<file path="config.mk">
export PLATFORM = sky130hd
export DESIGN_NAME = mclk_src_seq
export DESIGN_NICKNAME = d
export VERILOG_FILES = /design/src/rtl/mclk_src_pkg.sv /design/src/rtl/mclk_boot_seq.sv /design/src/rtl/mclk_req_decode.sv /design/src/rtl/mclk_pll_gate.sv /design/src/rtl/mclk_src_seq.sv
export SDC_FILE = /design/constraint.sdc
export NUM_CORES = 1
export LEC_CHECK = 0
export BUFFER_PORTS_ARGS = -buffer_cell sky130_fd_sc_hd__clkbuf_2
export CAP_MARGIN = 20
export CORE_AREA = 2 2 39 41
export CTS_CLUSTER_SIZE = 16
export DETAILED_ROUTE_END_ITERATION = 12
export DIE_AREA = 0 0 41 43
export GPL_ROUTABILITY_DRIVEN = 0
export SYNTH_ARGS = -nofsm -noshare
export SYNTH_HDL_FRONTEND = slang
export SYNTH_SLANG_ARGS = --single-unit
</file>
<file path="constraint.sdc">
create_clock -name clk -period 3.15 [get_ports clk]
set_input_delay 0.1575 -clock clk [delete_from_list [all_inputs] [get_ports clk]]
set_output_delay 0.1575 -clock clk [all_outputs]
set_load 0.02 [all_outputs]
</file>
<file path="src/rtl/mclk_src_pkg.sv">
// Package: shared source codes and widths for the master clock sequencer.
// Assumes: the five codes are fixed by the register layout that software sees.
package mclk_src_pkg;
    localparam int SRC_W = 3;

    typedef enum logic [SRC_W-1:0] {
        SRC_HRC  = 3'b000,
        SRC_MAIN = 3'b001,
        SRC_PLL  = 3'b010,
        SRC_LRC  = 3'b100,
        SRC_SUB  = 3'b101
    } src_e;

    typedef enum logic [1:0] {
        BOOT_HRC  = 2'd0,
        BOOT_LRC  = 2'd1,
        BOOT_DONE = 2'd2
    } boot_e;
endpackage

</file>
<file path="src/rtl/mclk_boot_seq.sv">
// Module: two-stage stabilization wait after a hardware reset.
// Waits for the fast RC ready flag, then for the slow RC ready flag.
// Assumes: ready flags are already synchronous to clk.
module mclk_boot_seq
    import mclk_src_pkg::*;
(
    input  logic clk,
    input  logic rst_n,
    input  logic hrc_ready,
    input  logic lrc_ready,
    output logic boot_done
);
    boot_e state_q;

    // Advance through the ordered wait stages.
    always_ff @(posedge clk) begin
        if (!rst_n) begin
            state_q <= BOOT_HRC;
        end else begin
            case (state_q)
                BOOT_HRC: if (hrc_ready) state_q <= BOOT_LRC;
                BOOT_LRC: if (lrc_ready) state_q <= BOOT_DONE;
                default:  state_q <= BOOT_DONE;
            endcase
        end
    end

    // Report when the wait has finished.
    always_comb boot_done = (state_q == BOOT_DONE);
endmodule

</file>
<file path="src/rtl/mclk_req_decode.sv">
// Module: turns the request code and enable bits into a valid request.
// Undefined codes, or codes lacking their enables, give no request.
// Assumes: inputs are stable register values.
module mclk_req_decode
    import mclk_src_pkg::*;
(
    input  logic [SRC_W-1:0] src_sel,
    input  logic             main_osc_en,
    input  logic             sub_osc_en,
    input  logic             pll_en,
    output logic             req_valid,
    output logic [SRC_W-1:0] req_src
);
    // Qualify each code with the enables it depends on.
    always_comb begin
        req_src = src_sel;
        case (src_sel)
            SRC_HRC:  req_valid = 1'b1;
            SRC_MAIN: req_valid = main_osc_en;
            SRC_PLL:  req_valid = main_osc_en && pll_en;
            SRC_LRC:  req_valid = 1'b1;
            SRC_SUB:  req_valid = sub_osc_en;
            default:  req_valid = 1'b0;
        endcase
    end
endmodule

</file>
<file path="src/rtl/mclk_pll_gate.sv">
// Module: enforces that the PLL is reached only through a stable main
// oscillator. A phase flag is set once main_ready is seen while the PLL is
// requested; only then is pll_ready passed on.
// Assumes: want_pll drops whenever the PLL request goes away.
module mclk_pll_gate (
    input  logic clk,
    input  logic rst_n,
    input  logic boot_done,
    input  logic want_pll,
    input  logic main_ready,
    input  logic pll_ready,
    output logic pll_ok
);
    logic main_seen_q;

    // Remember that the main oscillator stabilized during this PLL request.
    always_ff @(posedge clk) begin
        if (!rst_n)                                    main_seen_q <= 1'b0;
        else if (!want_pll)                            main_seen_q <= 1'b0;
        else if (boot_done && main_ready)              main_seen_q <= 1'b1;
    end

    // Pass the PLL ready flag only after the main stage completed.
    always_comb pll_ok = main_seen_q && pll_ready;
endmodule

</file>
<file path="src/rtl/mclk_src_seq.sv">
// Module: master clock source switch sequencer (top).
// Holds the active source code, switches to a requested source once it is
// ready, and forces the fast RC source during the reset stabilization wait.
// Assumes: all inputs synchronous to clk; reset is synchronous active-low.
module mclk_src_seq
    import mclk_src_pkg::*;
(
    input  logic             clk,
    input  logic             rst_n,
    input  logic [SRC_W-1:0] src_sel,
    input  logic             main_osc_en,
    input  logic             sub_osc_en,
    input  logic             pll_en,
    input  logic             hrc_ready,
    input  logic             lrc_ready,
    input  logic             main_ready,
    input  logic             sub_ready,
    input  logic             pll_ready,
    output logic [SRC_W-1:0] active_src,
    output logic             switch_busy,
    output logic             boot_wait
);
    logic             boot_done;
    logic             req_valid;
    logic [SRC_W-1:0] req_src;
    logic             want_pll;
    logic             pll_ok;
    logic             tgt_ready;
    logic [SRC_W-1:0] active_q;

    mclk_boot_seq u_boot (
        .clk       (clk),
        .rst_n     (rst_n),
        .hrc_ready (hrc_ready),
        .lrc_ready (lrc_ready),
        .boot_done (boot_done)
    );

    mclk_req_decode u_dec (
        .src_sel     (src_sel),
        .main_osc_en (main_osc_en),
        .sub_osc_en  (sub_osc_en),
        .pll_en      (pll_en),
        .req_valid   (req_valid),
        .req_src     (req_src)
    );

    // Flag a valid PLL request for the ordering gate.
    always_comb want_pll = req_valid && (req_src == SRC_PLL);

    mclk_pll_gate u_pll (
        .clk        (clk),
        .rst_n      (rst_n),
        .boot_done  (boot_done),
        .want_pll   (want_pll),
        .main_ready (main_ready),
        .pll_ready  (pll_ready),
        .pll_ok     (pll_ok)
    );

    // Pick the readiness of the requested source.
    always_comb begin
        case (req_src)
            SRC_HRC:  tgt_ready = hrc_ready;
            SRC_MAIN: tgt_ready = main_ready;
            SRC_PLL:  tgt_ready = pll_ok;
            SRC_LRC:  tgt_ready = lrc_ready;
            SRC_SUB:  tgt_ready = sub_ready;
            default:  tgt_ready = 1'b0;
        endcase
    end

    // A valid request for another source is pending.
    always_comb switch_busy = boot_done && req_valid && (req_src != active_q);

    // Hold or switch the active source.
    always_ff @(posedge clk) begin
        if (!rst_n)                       active_q <= SRC_HRC;
        else if (!boot_done)              active_q <= SRC_HRC;
        else if (switch_busy && tgt_ready) active_q <= req_src;
    end

    // Drive the status outputs.
    always_comb begin
        active_src = active_q;
        boot_wait  = !boot_done;
    end
endmodule

</file>
==> impl_metrics.yaml, run 1 <==
logic_synthesis:
  yosysUniqueCellTypes: 24
  yosysWarnings: 0
  synth_top_cell_by_area: "dfxtp_1"
  netlist_instances: 47
  synth_ff_type: "dfxtp_1"
  ys_ff_latch: 6
  async_reset_ff_frac: 0
  synth_nets: 60
  yosysTopAreaCellShare: 0.267
  netlist_area_um2: 450
  synth_top_cells_by_area: "dfxtp_1 (27%), mux2i_1 (8.9%), a2111oi_4 (6.1%), xor2_1 (5.8%), buf_6 (5.0%)"
  synth-seq-area-share: 0.267
  avgSynthCellArea_um2: 9.58
  synth_edf_count: 0
final_layout:
  drive_above_1_share: 0.431
  multi_input_area_um2: 279
  post-route-util: 0.401
  syn_to_final_growth_pct: 23.3
  fill_cells: 139
  fin_nets: 80
  regArea_um2: 120
  antenna_cells: 0
critical_path:
  r2r_cells: 3
  critical_path_arrival_ps: 1380
  critPathKind: "reg -> out"
  start_kind: "flop"
  regToRegEndpoint: "active_src[2]"
  reg2reg_from: "u_boot.state_q[1]"
  worst-path-max-fanout: 3
  slowest_stage: "nor3_1"
  cp_num_buf_inv: 1
  end_kind: "output port"
  critPathTopFamily: "simple AND/OR/NAND/NOR gates"
  reg2reg_slack_ps: 1710
  crit_path_frequent_cell: "nor3_1"
  slowest_delay_ps: 390
  cp_cell_sequence: "xor2_1 -> nor3_1 -> nor3_1 -> clkbuf_2"
  required_ps: 2990
global_routing:
  gr-total-overflow: 0
  grt_pass1_vias: 354
  grtUsageTotal: 0.123
  grt_pass1_wl_mm: 1.40
  grt_max_degree: 9
  antenna_found_initial: 0
timing:
  slew_headroom: 0.716
  hold_viol_final: 0
  rsz0062_at_grt: "false"
  timing.fmax_mhz: 650
  tightest_slew_ps: 423
  worst_slack_ps: 1610
  worst_clock_skew_ps: 1.68
  min_period_over_period: 0.488
  finalSetupViolations: 0
  fin_crit_ps: 1540
  slew_violations: 0
  setup_tns_ps: 0
placed_design:
  place_ws_ps: 1670
  port_buffers: 17
  place_hpwl_um: 733
floorplan:
  start_util: 0.325
  ioPinCount: 18
  die_w_um: 41
  die_h_um: 43
  rows: 14
  dieArea_mm2: 0.00176
  coreArea_mm2: 0.00138
pwr:
  switchingPower_mw: 0.0466
  p_sw_frac: 0.250
  p_per_area_mw_per_mm2: 336
  report.power.total_mw: 0.187
  intPower_mw: 0.140
  seqPwrFrac: 0.426
  power.share.combinational: 0.210
  p_leak_nw: 0.244
  clkPwrFrac: 0.364
  peakVddDrop_v: 0.000149
detailed_routing:
  firstDrtPassIters: 4
  vias: 392
  remaining_drc_errors: 0
  postRouteAntennaNets: 0
  drtIter0Drc: 14
  drt-total-wl_um: 885
  wire_per_inst_um: 10.9
  via_per_inst: 4.84
worst_hold_path:
  hold_end: "u_boot.state_q[1]"
  hold_path_class: "in -> reg"
  hold_depth: 3
  hold_start: "rst_n"
clock_tree:
  cts_resized: 0
  cts_root_buffer: "clkbuf_4"
  cts.path.max_buffers: 2
  cts_hold_buf: 0
  cts.reportedPaths.clkPinSlew_ps: 40
  cts-buffers-inserted: 3
  cts_setup_buffers: 0
  clk_latency_ps: 240
  htreeDepth: 1
  cts_sinks: 6
  cts_tree: "yes"
run:
  drv_cap: 0
status:
  status: "completed"
-- power by group through the flow --
| stage | clock network [mW] | registers [mW] | logic, mW |
|---|---|---|---|
| after floorplan | 0 | 0.0805 | 0.0287 |
| after global placement | 0 | 0.0807 | 0.0392 |
| after detailed placement | 0 | 0.0808 | 0.0395 |
| after CTS | 0.0715 | 0.0795 | 0.0396 |
| after global routing | 0.0771 | 0.0796 | 0.0427 |
| final | 0.0678 | 0.0795 | 0.0392 |
-- worst register-to-register path: stages, from the launching register on --
cell and delay [ps]:
dfxtp_1 330, or2b_1 330, a2111oi_4 470, mux2i_1 240
-- layout by cell type (no fill, tap or decap), drive strengths merged --
cell type / instances
clkbuf: 20
nand2: 6
dfxtp: 6
nor2: 5
mux2i: 4
xor2: 3
nor3: 3
inv: 3
mux2: 2
a21oi: 2
or2b: 1
bufinv: 1
and4bb: 1
a211oi: 1
nand4b: 1
nand3b: 1
a21o: 1
and4b: 1
a2111oi: 1
nor4: 1
o21ai: 1
-- synthesized netlist by cell type, types with 2 or more instances --
cell type	number
buf_6	2
dfxtp_1	6
inv_1	3
mux2i_1	4
nand2_1	6
nor2_1	4
nor3_1	3
xor2_1	3
-- stage by stage --
step                area [um2]  cells  hold WS (ps)
floorplan                  450     47           300
global placement           533     78           429
detailed placement         533     78           437
CTS                        556     81           188
global route               556     81           201
finish                     556     81           193
-- logic make-up (layout without fill, tap and decap cells) --
group           after synthesis  count (layout)  synth area share
buf+inv                       6              24             0.114
flops                         6               6             0.267
mux                           6               6             0.147
simple gates                 20              20             0.250
compound gates                6               6             0.164
xor+xnor                      3               3            0.0583
-- how the worst max path moves through the flow --
stage                     cells after the start            end         startpoint  slack, ps
final                                         4    switch_busy      active_src[0]       1610
after global routing                          4    switch_busy      active_src[0]       1540
after floorplan                               3  active_src[0]  u_boot.state_q[1]       1750
after CTS                                     4    switch_busy      active_src[0]       1600
after global placement                        5    switch_busy         src_sel[2]       1720
after detailed placement                      5  active_src[2]         src_sel[2]       1670
-- layer usage --
metal  GRT usage  vias up  part of all wire
li1            -      203                 -
met1       0.136      176              0.43
met2       0.175       11              0.50
met3      0.0471        2             0.060
met4       0.100        0             0.012
met5           0        -                 0
-- final cells by class --
cell class,count,share of cell area
multi-input cells,35,0.502
flip-flops and latches,6,0.216
repair buffers,17,0.153
inverters,4,0.0518
clock buffers,3,0.0405
well taps,16,0.0360
-- state kept, by name, summed over array words and instances, names as in the netlist --
name               flops
active_src             3
u_boot.state_q         2
u_pll.main_seen_q      1
Power figures use the tool's default switching activity.
==> run 2, diff against run 1 <==
clock period = 1.28 ns   (was 3.15 ns; I/O delays follow)
==> run 2 against run 1 <==
  * The flow now finishes with violations (setup timing)
  * Die area did not move
  * Combinational power rose to 3.3 times the previous value
  * Core utilization rose by 11 points
  * First-iteration DRC count fell by 86%
  * Hold slack got worse by 100 ps
==> impl_metrics.yaml, run 2 (synthesis gave the netlist of run 1 again) <==
detailed_routing:
  drt-total-wl_mm: 1.04
  drtIter0Drc: 2
  dr_wl_met2_um: 498
  via_per_inst: 4.57
  vias: 439
  remaining_drc_errors: 0
  met3RoutedLength_um: 47
  wire_per_inst_um: 10.8
  postRouteAntennaNets: 0
  highest_layer: "met4"
  wl_met1_um: 459
  firstDrtPassIters: 2
clock_tree:
  cts_tree: "yes"
  cts_hold_buf: 0
  cts_root_buffer: "clkbuf_4"
  cts-buffers-inserted: 3
  cts.path.max_buffers: 2
  cts.reportedPaths.clkPinSlew_ps: 40
  htreeDepth: 1
  clk_latency_ps: 250
  cts_sinks: 6
critical_path:
  reg2reg_slack_ps: -70
  worst-path-max-fanout: 4
  critPathKind: "reg -> reg"
  reg2reg_from: "u_boot.state_q[1]"
  regToRegEndpoint: "active_src[2]"
  start_kind: "flop"
  end_kind: "flop"
  required_ps: 1440
  r2r_cells: 3
  critical_path_arrival_ps: 1510
timing:
  worst_clock_skew_ps: 7.97
  slew_violations: 0
  tightest_slew_ps: 385
  min_period_over_period: 1.05
  rsz0062_at_grt: "true"
  fin_crit_ps: 1350
  finalSetupViolations: 4
  setup_tns_ps: -215
  slew_headroom: 0.743
  timing.fmax_mhz: 743
  worst_slack_ps: -66.7
  hold_ws_ps: 92.7
  hold_viol_final: 0
placed_design:
  dp_cells: 89
  port_buffers: 17
  place_hpwl_um: 790
pwr:
  peakVddDrop_v: 0.000470
  report.power.total_mw: 0.504
  p_leak_nw: 0.328
  p_per_area_mw_per_mm2: 710
worst_hold_path:
  hold_path_class: "in -> reg"
  hold_depth: 3
  hold_end: "u_boot.state_q[1]"
  hold_start: "rst_n"
run:
  drv_cap: 0
floorplan:
  start_util: 0.325
  die_h_um: 43
  rows: 14
  dieArea_mm2: 0.00176
  die_w_um: 41
  coreArea_mm2: 0.00138
  ioPinCount: 18
final_layout:
  largest_register_ff_count: 3
  drive_above_1_share: 0.650
  fill_cells: 142
  syn_to_final_growth_pct: 57.5
  antenna_cells: 0
  final_cell_mix: "clkbuf_2 (16), buf_4 (15), nand2_1 (6), nor2_1 (4), mux2i_1 (4)"
  layout_commonest_cell: "clkbuf_2"
  fin_nets: 94
  stdcell_count: 96
global_routing:
  antenna_found_initial: 0
  grt_pass1_wl_mm: 1.77
  grt_max_degree: 9
  gr-total-overflow: 0
  grt_pass1_vias: 459
  grtUsageTotal: 0.153
status:
  violations: "setup timing"
  status: "finished with violations"
-- run 2: cell count changes in the layout (fill, tap and decap cells not counted), sizes merged --
cell,change
buf,+15
-- run 2: critical path, stage by stage, from the launching register on --
cell       delay [ps]
dfxtp_2           310
or2b_4            290
a2111oi_4         440
mux2i_1           230
-- run 2: how the worst max path moves through the flow --
| stage | endpoint | from |
|---|---|---|
| after detailed placement | active_src[2] | src_sel[2] |
| after floorplan | switch_busy | u_boot.state_q[1] |
| after CTS | active_src[2] | active_src[1] |
| final | active_src[2] | u_boot.state_q[1] |
| after global placement | active_src[0] | src_sel[2] |
| after global routing | active_src[2] | u_pll.main_seen_q |
-- run 2: what timing repair did --
action | in CTS | in global routing
setup endpoints to repair | 4 | 4
gates cloned | 0 | 0
pin swaps | 3 | 0
setup buffers | 3 | 0
gates resized for setup | 6 | 3
-- run 2: power breakdown --
| group | switching (mW) | total (mW) | internal [mW] |
|---|---|---|---|
| logic | 0.0590 | 0.128 | 0.0690 |
| clock network | 0.0696 | 0.188 | 0.118 |
| registers | 0.00214 | 0.188 | 0.186 |
| total | 0.131 | 0.504 | 0.373 |
-- run 2: final cells by class --
cell class	count	area (um2)	area share
multi-input combinational	35	308	0.434
clock buffer	4	26.3	0.0370
inverter	4	28.8	0.0406
tap	16	20.0	0.0282
timing repair buffer	31	193	0.272
sequential	6	134	0.189
-- run 2: metal layers --
layer	GRT usage	vias to the layer above
met5	0	-
li1	-	225
met1	0.174	198
met2	0.241	12
met4	0.120	0
met3	0.0157	4
-- run 2: metrics by stage --
step	setup WS, ps	utilization	cell area, um2
floorplan	-18.3	-	462
global placement	-75.2	0.453	627
detailed placement	-94.1	0.453	627
CTS	-87.8	0.506	701
global route	-152	0.513	709
finish	-66.7	0.513	709
